**config.mk**
```make
export PLATFORM = sky130hd
export DESIGN_NAME = relay_ser_ctrl
export DESIGN_NICKNAME = d
export VERILOG_FILES = /design/src/rtl/relay_ser_pkg.sv /design/src/rtl/sr_sync_vec.sv /design/src/rtl/sr_edge_det.sv /design/src/rtl/sr_shift_chain.sv /design/src/rtl/sr_out_latch.sv /design/src/rtl/relay_ser_ctrl.sv
export SDC_FILE = /design/constraint.sdc
export NUM_CORES = 1
export LEC_CHECK = 0
export BUFFER_PORTS_ARGS = -buffer_cell sky130_fd_sc_hd__buf_2
export CAP_MARGIN = 20
export CORE_MARGIN = 3
export CORE_UTILIZATION = 50
export CTS_BUF_LIST = sky130_fd_sc_hd__clkbuf_16
export CTS_CLUSTER_SIZE = 10
export DETAILED_ROUTE_END_ITERATION = 16
export PLACE_DENSITY = 0.78
export SLEW_MARGIN = 20
export SYNTH_ARGS = -nofsm -noshare
export SYNTH_HDL_FRONTEND = slang
export SYNTH_HIERARCHICAL = 1
export SYNTH_SLANG_ARGS = --single-unit
```
**constraint.sdc**
```tcl
create_clock -name clk -period 1.25 [get_ports clk]
set_input_delay 0 -clock clk [delete_from_list [all_inputs] [get_ports clk]]
set_output_delay 0 -clock clk [all_outputs]
set_load 0.02 [all_outputs]
```
**src/rtl/relay_ser_pkg.sv**
```systemverilog
package relay_ser_pkg;
  // lane positions inside the synchronized serial pin vector
  localparam int LANE_SDI  = 0;
  localparam int LANE_SCLK = 1;
  localparam int LANE_SEL  = 2;
  localparam int N_LANES   = 3;
  // idle levels of the pins: select released, clock low, data low
  localparam logic [N_LANES-1:0] PIN_IDLE = 3'b100;
endpackage

```
**src/rtl/sr_sync_vec.sv**
```systemverilog
module sr_sync_vec #(
  parameter int W = 3,
  parameter int STAGES = 2,
  parameter logic [W-1:0] RST_VAL = '0
) (
  input  logic         clk,
  input  logic         rst,
  input  logic [W-1:0] d,
  output logic [W-1:0] q
);
  logic [W-1:0] stg [STAGES];

  always_ff @(posedge clk) begin
    if (rst) begin
      for (int i = 0; i < STAGES; i++) stg[i] <= RST_VAL;
    end else begin
      stg[0] <= d;
      for (int i = 1; i < STAGES; i++) stg[i] <= stg[i-1];
    end
  end

  assign q = stg[STAGES-1];
endmodule

```
**src/rtl/sr_edge_det.sv**
```systemverilog
module sr_edge_det #(
  parameter int W = 2,
  parameter logic [W-1:0] RST_VAL = '0
) (
  input  logic         clk,
  input  logic         rst,
  input  logic [W-1:0] lvl,
  output logic [W-1:0] rise,
  output logic [W-1:0] fall
);
  logic [W-1:0] prev;

  always_ff @(posedge clk) begin
    if (rst) prev <= RST_VAL;
    else     prev <= lvl;
  end

  for (genvar g = 0; g < W; g++) begin : g_edge
    assign rise[g] = lvl[g] & ~prev[g];
    assign fall[g] = ~lvl[g] & prev[g];
  end
endmodule

```
**src/rtl/sr_shift_chain.sv**
```systemverilog
module sr_shift_chain #(
  parameter int W = 8
) (
  input  logic         clk,
  input  logic         rst,
  input  logic         shift_en,
  input  logic         drive_en,
  input  logic         din,
  output logic [W-1:0] q,
  output logic         sdo
);
  always_ff @(posedge clk) begin
    if (rst) begin
      q   <= '0;
      sdo <= 1'b0;
    end else begin
      if (shift_en) q <= {q[W-2:0], din};
      if (drive_en) sdo <= q[W-1];
    end
  end
endmodule

```
**src/rtl/sr_out_latch.sv**
```systemverilog
module sr_out_latch #(
  parameter int W = 8
) (
  input  logic         clk,
  input  logic         rst,
  input  logic         load,
  input  logic [W-1:0] d,
  output logic [W-1:0] q
);
  always_ff @(posedge clk) begin
    if (rst)       q <= '0;
    else if (load) q <= d;
  end
endmodule

```
**src/rtl/relay_ser_ctrl.sv**
```systemverilog
module relay_ser_ctrl
  import relay_ser_pkg::*;
#(
  parameter int NUM_CH = 8,
  parameter int SYNC_STAGES = 2
) (
  input  logic              clk,
  input  logic              rst,
  input  logic              sel_n,
  input  logic              sclk,
  input  logic              sdi,
  output logic              sdo,
  output logic [NUM_CH-1:0] relay_on
);
  localparam int NE = 2; // edge lanes: 0 = sclk, 1 = select
  localparam logic [NE-1:0] EDGE_IDLE = {PIN_IDLE[LANE_SEL], PIN_IDLE[LANE_SCLK]};

  logic [N_LANES-1:0] pins_raw, pins_s;
  logic [NE-1:0]      e_rise, e_fall;
  logic               sel_s, din_s, sclk_rise, sclk_fall, sel_rise;
  logic [NUM_CH-1:0]  shreg;

  always_comb begin
    pins_raw = '0;
    pins_raw[LANE_SDI]  = sdi;
    pins_raw[LANE_SCLK] = sclk;
    pins_raw[LANE_SEL]  = sel_n;
  end

  sr_sync_vec #(.W(N_LANES), .STAGES(SYNC_STAGES), .RST_VAL(PIN_IDLE)) u_sync (
    .clk(clk), .rst(rst), .d(pins_raw), .q(pins_s)
  );

  assign sel_s = pins_s[LANE_SEL];
  assign din_s = pins_s[LANE_SDI];

  sr_edge_det #(.W(NE), .RST_VAL(EDGE_IDLE)) u_edge (
    .clk(clk), .rst(rst),
    .lvl({pins_s[LANE_SEL], pins_s[LANE_SCLK]}),
    .rise(e_rise), .fall(e_fall)
  );

  assign sclk_rise = e_rise[0];
  assign sclk_fall = e_fall[0];
  assign sel_rise  = e_rise[1];

  sr_shift_chain #(.W(NUM_CH)) u_shift (
    .clk(clk), .rst(rst),
    .shift_en(sclk_rise & ~sel_s),
    .drive_en((sclk_fall & ~sel_s) | sel_s),
    .din(din_s),
    .q(shreg),
    .sdo(sdo)
  );

  sr_out_latch #(.W(NUM_CH)) u_latch (
    .clk(clk), .rst(rst), .load(sel_rise), .d(shreg), .q(relay_on)
  );
endmodule

```
==> impl_metrics.yaml <==
grt:
  grt_max_degree: 26
  antenna_found_initial: 0
  grt_usage: 0.1402
  grt-ovfl-total: 0
  grt_pass1_wl_mm: 2.097
  grt_pass1_vias: 485
job:
  max-cap-violations: 0
status:
  status: "completed"
worst_setup_path:
  cp.required_ns: 1.38
  ff2ff_path_depth: 4
  reg2reg_slack_ns: 0.10
  end_kind: "flop"
  crit_fanout: 8
  worstPathArrival_ns: 1.28
  path_class: "flop to flop"
  cp-start-kind: "flop"
sta:
  slew_violations: 0
  clock.fmax_mhz: 870.1
  hold_viol_final: 0
  finalSetupTns_ns: 0
  tightest_slew_ns: 0.4065
  layout_min_cycle_time_ns: 1.149
  finalCritPeriodShare: 0.9195
  timing.hold.ws_ns: 0.1544
  setup_violations: 0
  finClkSkew_ns: 0.002016
  grt_setup_unrepaired: "no"
  slew-limit-headroom: 0.7290
power_and_ir_drop:
  swShare: 0.1762
  p_clk_frac: 0.440
  power_density_nw_per_um2: 1494
  total_power_w: 0.001526
  ir_worst_vdd_mv: 0.9748
  power.leakage_nw: 0.4190
  pwr-share-seq: 0.532
  p_comb_frac: 0.029
  power.switching_w: 0.0002688
  intPower_w: 0.001257
cts:
  clockBufferDepth: 2
  htree_levels: 1
  clock-sinks: 25
  cts_made_buffers: 3
  clk_pin_slew_ns: 0.06
  clk_latency_ns: 0.25
  tritoncts: "done"
  cts-root-buf: "clkbuf_16"
placement:
  portBuffers: 13
  detailed_place_hpwl_um: 747.9
  placed_cell_area_um2: 910.9
  gp_congestion: 0.6529
  place_inst: 102
drt:
  final_antenna_net_count: 0
  post-route-drc-count: 0
  vias_per_cell: 4.954
  wl_per_cell_um: 11.32
  dr.pass1.iters: 4
  vias: 540
  finalWirelength_mm: 1.234
  drt_iter0_markers: 2
cells_and_area:
  drive_gt1_frac: 0.1935
  final-seq-area_um2: 500.5
  final.fill_count: 135
  layout.cells.non_filler: 109
  area_delta_synth_final_pct: 17.07
  nNetsFinal: 99
  postLayoutCellArea_um2: 1021
  multi_input_area_um2: 319.1
  antennaDiodeCount: 0
synth:
  syn_avg_cell_area_um2: 11.04
  synthCells: 79
  syn_area_um2: 872.1
  ys.warnings.count: 6
  synth_fp_nets: 84
die:
  dieHeight_um: 47.77
  fp.dieW_um: 47.77
  dieArea_um2: 2282
  start_util: 0.5532
  core_um2: 1577
  row_count: 14
  io_pins: 14
hold_path:
  hp-class: "input pin to flop"
  hold_depth: 2
==> registers in the layout, summed over array words and instances, names as in the netlist <==
register / cells
u_latch/q: 8
u_shift/sdo: 1
u_edge/prev: 2
u_sync/stg: 6
u_shift/q: 8
==> per-stage QoR <==
stage	util	setup slack, ns
global placement	0.5778	0.1468
CTS	0.6468	0.06737
floorplan	-	0.1341
finish	0.6476	0.1006
global route	0.6476	0.02535
detailed placement	0.5778	0.07762
==> timing repair <==
| item | 4_1_cts | 5_1_grt |
|---|---|---|
| hold endpoints to repair | 3 | 0 |
| endpoints found under the setup margin | 0 | 1 |
| buffers inserted | 0 | 0 |
| hold buffers | 3 | 0 |
| gates resized for setup | 0 | 1 |
==> power groups by stage <==
| stage | sequential, W | clock (W) | combinational, W |
|---|---|---|---|
| finish | 0.000811 | 0.000671 | 0.0000436 |
| global route | 0.000812 | 0.000727 | 0.0000490 |
| CTS | 0.000811 | 0.000695 | 0.0000436 |
| floorplan | 0.000827 | 0 | 0.0000324 |
| global placement | 0.000828 | 0 | 0.0000354 |
| detailed placement | 0.000829 | 0 | 0.0000363 |
==> final timing paths <==
| path | end | start |
|---|---|---|
| setup reg to reg | u_shift/q[3] | u_sync/stg[0][4] |
| setup / recovery | u_shift/q[3] | u_sync/stg[0][4] |
| hold reg to reg | u_sync/stg[0][5] | u_sync/stg[0][2] |
| hold / removal | u_latch/q[2] | rst |
==> routing by layer <==
metal	GRT usage	part of all wire	vias up
li1	-	-	277
met1	0.1613	0.44	247
met2	0.2111	0.48	12
met3	0.03383	0.036	4
met4	0.1290	0.032	0
met5	0	0	-
==> area by class of cell <==
| cell class | count | area share |
|---|---|---|
| Tap cell | 16 | 0.01961 |
| Clock inverter | 1 | 0.003676 |
| Clock buffer | 3 | 0.07353 |
| Timing Repair Buffer | 17 | 0.1005 |
| Sequential cell | 25 | 0.4902 |
| Multi-Input combinational cell | 47 | 0.3125 |
==> critical path: stages, from the launching register on <==
cell and delay, ns:
dfxtp_1 0.34, nor2b_1 0.14, and2b_4 0.25, mux2i_1 0.24
nor2_1 0.06
==> layout by cell type (no fill, tap or decap) <==
cell and count:
buf_4 1, dlygate4sd3_1 3, dfxtp_1 25, inv_1 1, nor2b_1 8, mux2i_1 17, nor2_1 17, or2_1 4
and2b_4 1, buf_2 13, clkbuf_16 3
No activity file was read; power rests on OpenSTA's default activity.
